`config.mk`:
```
export PLATFORM = sky130hd
export DESIGN_NAME = dual_line_intc
export DESIGN_NICKNAME = d
export VERILOG_FILES = /design/src/rtl/intc_pkg.sv /design/src/rtl/intc_level_track.sv /design/src/rtl/intc_mask_bank.sv /design/src/rtl/intc_bus_port.sv /design/src/rtl/dual_line_intc.sv
export SDC_FILE = /design/constraint.sdc
export NUM_CORES = 1
export LEC_CHECK = 0
export BUFFER_PORTS_ARGS = -buffer_cell sky130_fd_sc_hd__buf_2
export CAP_MARGIN = 20
export CORE_MARGIN = 3
export CORE_UTILIZATION = 50
export DETAILED_ROUTE_END_ITERATION = 10
export PLACE_DENSITY_LB_ADDON = 0.3
export SYNTH_ARGS = -nofsm -noshare
export SYNTH_HDL_FRONTEND = slang
export SYNTH_SLANG_ARGS = --single-unit
```
`constraint.sdc`:
```
create_clock -name clk -period 1.43 [get_ports clk]
set_input_delay 0 -clock clk [delete_from_list [all_inputs] [get_ports clk]]
set_output_delay 0 -clock clk [all_outputs]
set_load 0.02 [all_outputs]
```
`src/rtl/intc_pkg.sv`:
```
package intc_pkg;

    localparam int IDX_W        = 4;

    localparam int IX_NRM_STAT  = 0;
    localparam int IX_RAW_A     = 1;
    localparam int IX_NRM_SET   = 2;
    localparam int IX_NRM_CLR   = 3;
    localparam int IX_SW_SET    = 4;
    localparam int IX_SW_CLR    = 5;
    localparam int IX_FST_STAT  = 8;
    localparam int IX_RAW_B     = 9;
    localparam int IX_FST_SET   = 10;
    localparam int IX_FST_CLR   = 11;

    typedef struct packed {
        logic nrm_set;
        logic nrm_clr;
        logic fst_set;
        logic fst_clr;
        logic sw_set;
        logic sw_clr;
    } wr_strobe_t;

    function automatic wr_strobe_t decode_write(input logic en,
                                                input logic [31:0] idx,
                                                input logic bit0);
        wr_strobe_t s;
        s = '0;
        if (en) begin
            s.nrm_set = (idx == IX_NRM_SET);
            s.nrm_clr = (idx == IX_NRM_CLR);
            s.fst_set = (idx == IX_FST_SET);
            s.fst_clr = (idx == IX_FST_CLR);
            s.sw_set  = (idx == IX_SW_SET) && bit0;
            s.sw_clr  = (idx == IX_SW_CLR) && bit0;
        end
        return s;
    endfunction

    function automatic logic reads_zero(input logic [31:0] idx);
        case (idx)
            IX_NRM_STAT, IX_RAW_A, IX_NRM_SET, IX_SW_SET,
            IX_FST_STAT, IX_RAW_B, IX_FST_SET: return 1'b0;
            default:                           return 1'b1;
        endcase
    endfunction

endpackage

```
`src/rtl/intc_level_track.sv`:
```
module intc_level_track #(
    parameter int N = 32
) (
    input  logic         clk,
    input  logic         rst,
    input  logic [N-1:0] lines,
    input  logic         sw_set,
    input  logic         sw_clr,
    output logic [N-1:0] raw_q,
    output logic [N-1:0] raw_nxt
);
    logic line0_prev_q;
    logic bit0_nxt;

    // Bit 0: the latest event wins, and a bus write beats a line change.
    always_comb begin
        if (sw_set)
            bit0_nxt = 1'b1;
        else if (sw_clr)
            bit0_nxt = 1'b0;
        else if (lines[0] != line0_prev_q)
            bit0_nxt = lines[0];
        else
            bit0_nxt = raw_q[0];
    end

    assign raw_nxt = {lines[N-1:1], bit0_nxt};

    always_ff @(posedge clk) begin
        if (rst) begin
            raw_q        <= '0;
            line0_prev_q <= 1'b0;
        end else begin
            raw_q        <= raw_nxt;
            line0_prev_q <= lines[0];
        end
    end

    assert_follow_R1: assert property (@(posedge clk) disable iff (rst)
        1'b1 |=> raw_q[N-1:1] == $past(lines[N-1:1]));
    assert_sw_set_R5: assert property (@(posedge clk) disable iff (rst)
        sw_set |=> raw_q[0]);
    assert_sw_clr_R9: assert property (@(posedge clk) disable iff (rst)
        (sw_clr && !sw_set) |=> !raw_q[0]);

endmodule

```
`src/rtl/intc_mask_bank.sv`:
```
module intc_mask_bank #(
    parameter int N = 32
) (
    input  logic         clk,
    input  logic         rst,
    input  logic         set_we,
    input  logic         clr_we,
    input  logic [N-1:0] bits,
    input  logic [N-1:0] raw_q,
    input  logic [N-1:0] raw_nxt,
    output logic [N-1:0] mask_q,
    output logic         out_q
);
    logic [N-1:0] mask_nxt;

    always_comb begin
        mask_nxt = mask_q;
        if (set_we)
            mask_nxt = mask_q | bits;
        else if (clr_we)
            mask_nxt = mask_q & ~bits;
    end

    always_ff @(posedge clk) begin
        if (rst) begin
            mask_q <= '0;
            out_q  <= 1'b0;
        end else begin
            mask_q <= mask_nxt;
            out_q  <= |(raw_nxt & mask_nxt);
        end
    end

    // Covers both the normal bank and the fast bank.
    assert_mask_set_R3: assert property (@(posedge clk) disable iff (rst)
        set_we |=> ((mask_q & $past(bits)) == $past(bits)));
    assert_mask_clr_R4: assert property (@(posedge clk) disable iff (rst)
        (clr_we && !set_we) |=> ((mask_q & $past(bits)) == '0));
    assert_out_match_R6: assert property (@(posedge clk) disable iff (rst)
        out_q == (|(raw_q & mask_q)));

endmodule

```
`src/rtl/intc_bus_port.sv`:
```
module intc_bus_port
    import intc_pkg::*;
#(
    parameter int N  = 32,
    parameter int AW = IDX_W
) (
    input  logic         clk,
    input  logic         rst,
    input  logic         wr_en,
    input  logic         rd_en,
    input  logic [AW-1:0] addr,
    input  logic         wr_bit0,
    input  logic [N-1:0] raw_q,
    input  logic [N-1:0] nrm_mask,
    input  logic [N-1:0] fst_mask,
    output wr_strobe_t   stb,
    output logic [N-1:0] rdata
);
    localparam logic [N-1:0] BIT0_ONLY = N'(1);

    logic [31:0]  idx;
    logic [N-1:0] rd_val;

    assign idx = 32'(addr);
    assign stb = decode_write(wr_en, idx, wr_bit0);

    always_comb begin
        case (idx)
            IX_NRM_STAT: rd_val = raw_q & nrm_mask;
            IX_RAW_A:    rd_val = raw_q;
            IX_NRM_SET:  rd_val = nrm_mask;
            IX_SW_SET:   rd_val = raw_q & BIT0_ONLY;
            IX_FST_STAT: rd_val = raw_q & fst_mask;
            IX_RAW_B:    rd_val = raw_q;
            IX_FST_SET:  rd_val = fst_mask;
            default:     rd_val = '0;
        endcase
    end

    always_ff @(posedge clk) begin
        if (rst)
            rdata <= '0;
        else if (rd_en)
            rdata <= rd_val;
        else
            rdata <= '0;
    end

    assert_hole_reads_zero_R7: assert property (@(posedge clk) disable iff (rst)
        (rd_en && reads_zero(idx)) |=> rdata == '0);

endmodule

```
`src/rtl/dual_line_intc.sv`:
```
module dual_line_intc
    import intc_pkg::*;
#(
    parameter int N_LINES = 32,
    parameter int ADDR_W  = IDX_W
) (
    input  logic               clk,
    input  logic               rst,
    input  logic [N_LINES-1:0] int_lines,
    input  logic               wr_en,
    input  logic               rd_en,
    input  logic [ADDR_W-1:0]  addr,
    input  logic [N_LINES-1:0] wdata,
    output logic [N_LINES-1:0] rdata,
    output logic               irq_out,
    output logic               fiq_out
);
    localparam int N_OUTS = 2;

    wr_strobe_t         stb;
    logic [N_LINES-1:0] raw_q;
    logic [N_LINES-1:0] raw_nxt;
    logic [N_LINES-1:0] mask_arr [N_OUTS];
    logic               out_arr  [N_OUTS];
    logic [N_OUTS-1:0]  set_arr;
    logic [N_OUTS-1:0]  clr_arr;

    assign set_arr = {stb.fst_set, stb.nrm_set};
    assign clr_arr = {stb.fst_clr, stb.nrm_clr};

    intc_level_track #(.N(N_LINES)) u_track (
        .clk     (clk),
        .rst     (rst),
        .lines   (int_lines),
        .sw_set  (stb.sw_set),
        .sw_clr  (stb.sw_clr),
        .raw_q   (raw_q),
        .raw_nxt (raw_nxt)
    );

    for (genvar g = 0; g < N_OUTS; g++) begin : g_bank
        intc_mask_bank #(.N(N_LINES)) u_bank (
            .clk     (clk),
            .rst     (rst),
            .set_we  (set_arr[g]),
            .clr_we  (clr_arr[g]),
            .bits    (wdata),
            .raw_q   (raw_q),
            .raw_nxt (raw_nxt),
            .mask_q  (mask_arr[g]),
            .out_q   (out_arr[g])
        );
    end

    intc_bus_port #(.N(N_LINES), .AW(ADDR_W)) u_bus (
        .clk      (clk),
        .rst      (rst),
        .wr_en    (wr_en),
        .rd_en    (rd_en),
        .addr     (addr),
        .wr_bit0  (wdata[0]),
        .raw_q    (raw_q),
        .nrm_mask (mask_arr[0]),
        .fst_mask (mask_arr[1]),
        .stb      (stb),
        .rdata    (rdata)
    );

    assign irq_out = out_arr[0];
    assign fiq_out = out_arr[1];

endmodule

```
==> metrics.md, run 1 <==
| Metric | Value |
|---|---|
| Status | `finished with violations` |
| Failing checks | `setup timing` |
| Synthesized-area fraction occupied by adder cells | `less than 1%` |
| CP peak stage delay | `between 0.5 and 0.6 ns` |
| Worst R2R Path Depth | `5` |
| Post-route ant nets | `0` |
| Horiz. Die Dim | `approximately 110 microns` |
| DRC | `0` |
| Final Max Tran Viols | `0` |
| Area growth syn-to-layout | `43.5%` |
| Worst Max-Slew Pin Slew | `0.524 ns` |
| Ys flop type | `dfxtp_1` |
| Core area | `approximately 11000 sq um` |
| Max FO, Critical Path | `2` |
| Root buffer cell | `clkbuf_16` |
| Sequential share of power | `between 40% and 50%` |
| Power Total | `roughly 0.0091 W` |
| Final Hold Violating Endpoints | `0` |
| Critical Path, Cell by Cell | `dlygate4sd3_1 -> buf_2 -> a221oi_1 -> a311oi_1 -> nor4_2 -> a41oi_1` |
| Largest net degree at the start of global routing | `66` |
| Syn_area_per_cell | `7.91 sq um` |
| Maximum VDD drop | `1.15 mV` |
| FFs w/ async S/R, synth | `0%` |
| Max Cap Violations | `0` |
| Detail Placement HPWL | `15100 microns` |
| I/O pin total | `around 110` |
| DR pass1 iterations | `7` |
| GRT overflow | `0` |
| Net Sw Frac | `25.2%` |
| Clock skew | `around 0.012 ns` |
| Crit path max-delay family | `compound AO/OA/AOI/OAI gates` |
| Min-delay src | `wdata[25]` |
| Post-synth EDFFs | `0` |
| Final Cycle Share | `104%` |
| Initial DRC count | `~740` |
| Unrepaired setup endpoints after global routing | `true` |
| Wirelength per Cell | `between 20 and 25 microns` |
| Clock share of power | `roughly 46%` |
| CTS Buf Count | `17` |
| Clk_lat worst skew | `0.43 ns` |
| CP arrival | `1.78 ns` |
| Area occupied by multi-input gates | `3070 sq um` |
| Worst min path class | `input pin to flop` |
| Post-route cell area | `8410 sq um` |
| Vias in the first global route | `~6600` |
| Reg area | `2620 sq um` |
| Post-synthesis xor/xnor area fraction | `0%` |
| Yosys cell types | `40` |
| Pwr/cell area | `1080 nW/um^2` |
| Compound-cell area share of the yosys netlist | `20.2%` |
| Logic gate share of total power | `12.5%` |
| Internal power | `0.00678 W` |
| PortBufs | `105` |
| CTS tree | `built` |
| Fraction of layout cells with a size suffix above 1 | `between 20% and 30%` |
| Clock transition at path regs | `0.06 ns` |
| Data required time of the worst path | `around 1.7 ns` |
| Synth warnings | `0` |
| R2r startpoint | `g_bank[1].u_bank.mask_q[13]` |
| Antenna violations before repair | `0` |
| GPL Wtd Cong | `1.03` |
| Routed vias | `6785` |
| Number of nets in the layout | `1048` |
| Synthesis-stage register bit count | `131` |
| Global Route Usage Sum | `35.2%` |
| Site Rows | `38` |
| Critical path buffers and inverters | `2` |
| Syn_nets | `813` |
| Clock sink total | `131` |
| Vias per cell | `between 6 and 7` |
| Tmin final | `1.48 ns` |
| Area of the mapped netlist | `~6000 sq um` |
| Startpoint Class | `input pin` |
| Final setup viols | `2` |
| WL final | `22800 microns` |
| Worst Hold Depth | `4` |
| Leak Pwr | `3.44 nW` |
| Worst setup margin | `-0.0524 ns` |
| Post-Synthesis Cells | `roughly 740` |
| Largest family of logic cells by synthesized area | `simple AND/OR/NAND/NOR gates` |
| FMAX | `around 670 MHz` |
| Reg-to-reg slack, setup | `-0.02 ns` |
| Relative slew slack | `65.1%` |
| Die area | `about 13000 sq um` |
| Cell Area, Placed | `slightly above 7000 sq um` |
| NetSw | `0.00229 W` |
| Clock Tree Buf Depth | `2` |
| Initial Utilization | `52.7%` |
| DIE HEIGHT | `approximately 110 microns` |
| Element type at the critical path end | `flop` |
| First-pass GRT wire length | `35600 microns` |
| Post-synthesis mux area share | `5.91%` |
| CP max-delay cell | `dlygate4sd3_1` |
| CTS HTree Levels | `4` |
| Reg2reg end | `g_bank[1].u_bank.out_q` |
| Critical path type | `input pin to flop` |
| Simple-Gate Fraction of Synth Area | `between 20% and 30%` |
| Register area share after synthesis | `44.7%` |
| Worst Hold End | `g_bank[1].u_bank.mask_q[25]` |
| FILL cells | `799` |
==> stage by stage <==
step	util [%]	instances	setup WS [ns]	setup TNS, ns	hold slack (ns)
detailed placement	64.5	1036	-0.396	-12.10	0.267
floorplan	-	741	-0.0109	-0.0109	0.125
global placement	64.5	1036	-0.418	-9.96	0.234
global route	75.6	1128	-0.0853	-0.168	0.0315
finish	75.6	1129	-0.0524	-0.0820	0.0217
CTS	75.1	1126	-0.0801	-0.104	-0.104
==> flip-flops by register name, summed over array words and instances (netlist names) <==
name	cells
g_bank.u_bank.mask_q	64
g_bank.u_bank.out_q	2
u_bus.rdata	32
u_track.line0_prev_q	1
u_track.raw_q	32
==> worst min-delay path, cell delays in order <==
cell and delay (ns):
buf_2 0.10, buf_4 0.15, a22oi_1 0.08, nor2_1 0.08
==> worst max-delay path by stage <==
stage	cells past startpoint	slack (ns)	endpoint	startpoint
finish	6	-0.05	g_bank[1].u_bank.out_q	wdata[23]
global route	5	-0.09	g_bank[0].u_bank.out_q	g_bank[0].u_bank.mask_q[21]
CTS	5	-0.08	g_bank[1].u_bank.out_q	g_bank[1].u_bank.mask_q[27]
detailed placement	8	-0.40	g_bank[0].u_bank.out_q	addr[2]
global placement	8	-0.42	g_bank[0].u_bank.out_q	addr[2]
floorplan	8	-0.01	g_bank[1].u_bank.out_q	addr[2]
==> cell families after synthesis <==
kind of cell | count (synthesis)
AND/OR/NAND/NOR | 334
buffers and inverters | 59
multiplexers | 31
adder cells (fa/ha/maj) | 1
flip-flops | 131
AO/OA/AOI/OAI | 185
==> power by group through the flow <==
stage | combinational, W | sequential, W | clock, W
final | 0.00114 | 0.00379 | 0.00414
after floorplan | 0.000391 | 0.00388 | 0
after CTS | 0.00109 | 0.00379 | 0.00415
after global routing | 0.00120 | 0.00379 | 0.00435
after global placement | 0.000935 | 0.00386 | 0
after detailed placement | 0.000948 | 0.00386 | 0
==> final cells by class <==
cell class	count	share of cell area, %
Multi-Input combinational cell	551	36.5
Sequential cell	131	31.2
Timing Repair Buffer	270	23.4
Clock buffer	23	5.68
Tap cell	140	2.08
Clock inverter	8	0.922
Inverter	5	0.223
Antenna cell	1	0.0297
==> metal layers <==
layer	vias to the layer above	wire length [microns]	global-route usage (%)	part of all wire, %
met1	3241	9330	44.8	41
met3	69	1850	7.61	8.1
met5	-	0	0	0
met4	0	673	13.9	3.0
met2	377	10900	58.2	48
li1	3098	-	-	-
==> synthesized netlist by cell type (3+ instances only) <==
cell	instances	area, sq um
nand2_1	197	739
dfxtp_1	131	2620
nor2_1	60	225
a31oi_1	57	357
a21oi_1	49	245
nor2b_1	36	225
clkbuf_1	32	120
o22ai_1	31	194
mux2_2	29	327
a22oi_1	23	173
buf_2	14	70.1
nor4_1	12	75.1
nand3_1	9	45.0
a22o_1	6	52.6
buf_1	5	18.8
inv_1	5	18.8
and3_1	4	25.0
a221oi_1	3	26.3
a222oi_1	3	30.0
nor3_1	3	15.0
or4_1	3	22.5
==> cells in the final DEF, fill, tap and decap left out, drive strengths merged, types with 4 or more instances in the layout <==
master / instances
dlygate4sd3: 62
mux2: 29
nand2: 197
inv: 6
dfxtp: 131
nor2b: 36
and3: 4
a31oi: 57
a22o: 6
a22oi: 23
clkinv: 4
o22ai: 31
nand3: 9
nor4: 12
a21oi: 49
clkbuf: 23
buf: 208
nor2: 60
==> what timing repair did <==
action                     4_1_cts  5_1_grt
setup buffers                    0        0
hold buffers                    60        2
pin swaps                        4        3
cloned                           0        0
gates resized for setup          7        7
setup endpoints to repair        2        7
hold endpoints to repair        77        2
Power figures use the tool's default switching activity.
==> inputs of run 2 (changes only) <==
--- a/config.mk
+++ b/config.mk
@@ -5,7 +5,7 @@
 export SDC_FILE = /design/constraint.sdc
 export NUM_CORES = 1
 export LEC_CHECK = 0
-export BUFFER_PORTS_ARGS = -buffer_cell sky130_fd_sc_hd__buf_2
+export BUFFER_PORTS_ARGS = -buffer_cell sky130_fd_sc_hd__buf_4
 export CAP_MARGIN = 20
 export CORE_MARGIN = 3
 export CORE_UTILIZATION = 50
==> run 2 against run 1 <==
  * The run still ends with setup timing left
  * Critical path depth decreased by 1
  * Clock skew increased by 0.010 ns
  * Non-clock buffer count decreased by 15
  * Combinational power increased by 9%
  * Global-route usage increased by 0.21 points
  * Utilization increased by 3.1 points
  * Via count increased by 0.43%
  * Count of clock-buffer cells in the layout decreased by 2
  * Die area unchanged
  * Cell area increased by 4.1%
  * Largest cell class unchanged
  * Routed wire length increased by 2.4%
==> metrics.md, run 2 (synthesis results as in run 1) <==
| Metric | Value |
|---|---|
| Internal power | `0.00728 W (+7.3%)` |
| Most common cell after layout, fill and taps aside | `nand2_1` |
| Leak Pwr | `3.50 nW (+1.9%)` |
| Worst min path class | `input pin to flop` |
| Element type at the critical path end | `flop` |
| Clock skew | `0.0217 ns (+0.00998 ns)` |
| Failing checks | `setup timing` |
| Max Cap Violations | `0 (unchanged)` |
| Number of nets in the layout | `1033 (-1.4%)` |
| Fin util | `78.7% (+3.1 points)` |
| Initial DRC count | `742 (+0.95%)` |
| CP peak stage delay | `0.56 ns (+0.03 ns)` |
| Final setup viols | `2 (unchanged)` |
| Critical path type | `flop to flop` |
| Maximum VDD drop | `1.43 mV (+24%)` |
| Area growth syn-to-layout | `49.4%` |
| Largest regs | `g_bank.u_bank.mask_q (64), u_bus.rdata (32), u_track.raw_q (32)` |
| Clock share of power | `47.8% (+2.1 points)` |
| Fraction of layout cells with a size suffix above 1 | `29.0% (+0.21 points)` |
| Vias in the first global route | `6769 (+2.1%)` |
| Clock sink total | `131 (unchanged)` |
| TNS Setup | `-0.0773 ns (+0.00471 ns)` |
| Data required time of the worst path | `1.72 ns (about the same)` |
| Met3 Use GR | `7.51% (-0.11 points)` |
| Clock transition at path regs | `0.06 ns (about the same)` |
| I/O pin total | `106 (unchanged)` |
| Grt peak-use layer | `met2` |
| CP Launch Point | `g_bank[1].u_bank.mask_q[27]` |
| Die area | `13100 sq um (unchanged)` |
| Antenna violations before repair | `0 (unchanged)` |
| DR pass1 iterations | `5 (-2)` |
| Routed vias | `6814 (+0.43%)` |
| FMAX | `672 MHz (-0.41%)` |
| Wirelength per Cell | `20.9 microns (+3.8%)` |
| Count of non-filler cells in the finished layout | `1114 (-1.3%)` |
| Worst setup margin | `-0.0585 ns (-0.00611 ns)` |
| Met1 Track Usage GR | `44.0% (-0.79 points)` |
| Net Sw Frac | `24.5% (-0.73 points)` |
| Startpoint Class | `flop` |
| WL final | `23300 microns (+2.4%)` |
| Unrepaired setup endpoints after global routing | `true` |
| CTS tree | `built` |
| Critical Path, Cell by Cell | `nand2_1 -> a31oi_1 -> or4_4 -> nor4_4 -> a41oi_2` |
| DIE HEIGHT | `114 microns (unchanged)` |
| Global Route Usage Sum | `35.4% (+0.21 points)` |
| NetSw | `0.00236 W (+3.2%)` |
| Final Hold Violating Endpoints | `0 (unchanged)` |
| Max FFs per register | `64 (unchanged)` |
| DRC | `0 (unchanged)` |
| CTS Buf Count | `17 (unchanged)` |
| Final Cycle Share | `104% (+0.43 points)` |
| Max FO, Critical Path | `3 (+1)` |
| Clk_lat worst skew | `0.43 ns (about the same)` |
| Core area | `11100 sq um (unchanged)` |
| Min-delay src | `wdata[2]` |
| Sequential share of power | `39.3% (-2.5 points)` |
| CTS HTree Levels | `4 (unchanged)` |
| Clock Tree Buf Depth | `2 (unchanged)` |
| GRT overflow | `0 (unchanged)` |
| Status | `finished with violations` |
| PortBufs | `105 (unchanged)` |
| Largest Register | `g_bank.u_bank.mask_q` |
| Placed Instances | `1018 (-1.7%)` |
| Site Rows | `38 (unchanged)` |
| Pwr/cell area | `1100 nW/um^2 (+2.1%)` |
| ANT cells | `0 (-1)` |
| R2r startpoint | `g_bank[1].u_bank.mask_q[27]` |
| Vias per cell | `6.12 (+1.8%)` |
| Logic gate share of total power | `12.9% (+0.4 points)` |
| CP arrival | `1.78 ns (about the same)` |
| First-pass GRT wire length | `35800 microns (+0.62%)` |
| Detail Placement HPWL | `15100 microns (-0.39%)` |
| Commonest non-fill, non-tap cells in the layout | `194 x nand2_1, 180 x buf_4, 128 x dfxtp_1` |
| Setup WS pre-CTS | `-0.314 ns (+0.0824 ns)` |
| Horiz. Die Dim | `114 microns (unchanged)` |
| GPL Wtd Cong | `1.01 (-2.1%)` |
| Worst Max-Slew Pin Slew | `0.528 ns (+0.00427 ns)` |
| Final Max Tran Viols | `0 (unchanged)` |
| Met2 Track Usage GR | `59.0% (+0.78 points)` |
| Relative slew slack | `64.8% (-0.28 points)` |
| Largest net degree at the start of global routing | `100 (+52%)` |
| Tmin final | `1.49 ns (+0.00611 ns)` |
| CP max-delay cell | `or4_4` |
| Root buffer cell | `clkbuf_16` |
| Post-route ant nets | `0 (unchanged)` |
| Initial Utilization | `52.7% (unchanged)` |
-- run 2: changes by cell type in the layout (fill, tap and decap cells not counted), moves of 3 or more --
cell and delta:
buf_12 +3, buf_2 -105, buf_4 +81, buf_6 +3
clkbuf_1 -3, dlymetal6s4s_1 +3
-- run 2: layer usage --
metal	vias up	part of all wire, %
met5	-	0
met1	3206	39
met2	472	49
met4	0	3.2
li1	3061	-
met3	75	9.4
-- run 2: what timing repair did --
action | in CTS | in global routing
gates resized for setup | 3 | 29
hold endpoints to repair | 87 | 0
endpoints found under the setup margin | 2 | 11
setup buffers | 0 | 1
pin swaps | 0 | 9
hold buffers | 65 | 0
-- run 2: stage by stage --
step / area, sq um / power [W] / hold WS [ns]
after floorplan: 5890 / 0.00427 / 0.125
after global placement: 7340 / 0.00486 / 0.238
after detailed placement: 7340 / 0.00488 / 0.250
after CTS: 8640 / 0.00957 / 0.00293
after global routing: 8760 / 0.00990 / 0.0171
final: 8760 / 0.00964 / 0.0163
-- run 2: path summary, 6_finish.rpt --
path	end	slack, ns	cells past startpoint
setup / recovery	g_bank[1].u_bank.out_q	-0.06	5
hold / removal	g_bank[1].u_bank.mask_q[2]	0.02	4
setup reg to reg	g_bank[1].u_bank.out_q	-0.06	5
hold reg to reg	u_bus.rdata[8]	0.47	2
-- run 2: area by class of cell --
class | instances | area [sq um]
multi-input combinational | 551 | 3130
fill | 747 | 2370
timing repair buffer | 255 | 2180
inverter | 5 | 18.8
clock inverter | 11 | 149
sequential | 131 | 2630
clock buffer | 21 | 480
tap | 140 | 175
-- run 2: worst max-delay path: cells and delay by family (launching register included) --
family	cells	cell delay, ns
flip-flops	1	0.32
AND/OR/NAND/NOR	3	0.85
AO/OA/AOI/OAI	2	0.17
-- run 2: power by group through the flow --
stage	logic (W)	registers (W)	clock network, W
after floorplan	0.000391	0.00388	0
after global placement	0.000995	0.00386	0
after detailed placement	0.00101	0.00387	0
after CTS	0.00117	0.00379	0.00462
after global routing	0.00130	0.00380	0.00480
final	0.00124	0.00379	0.00461
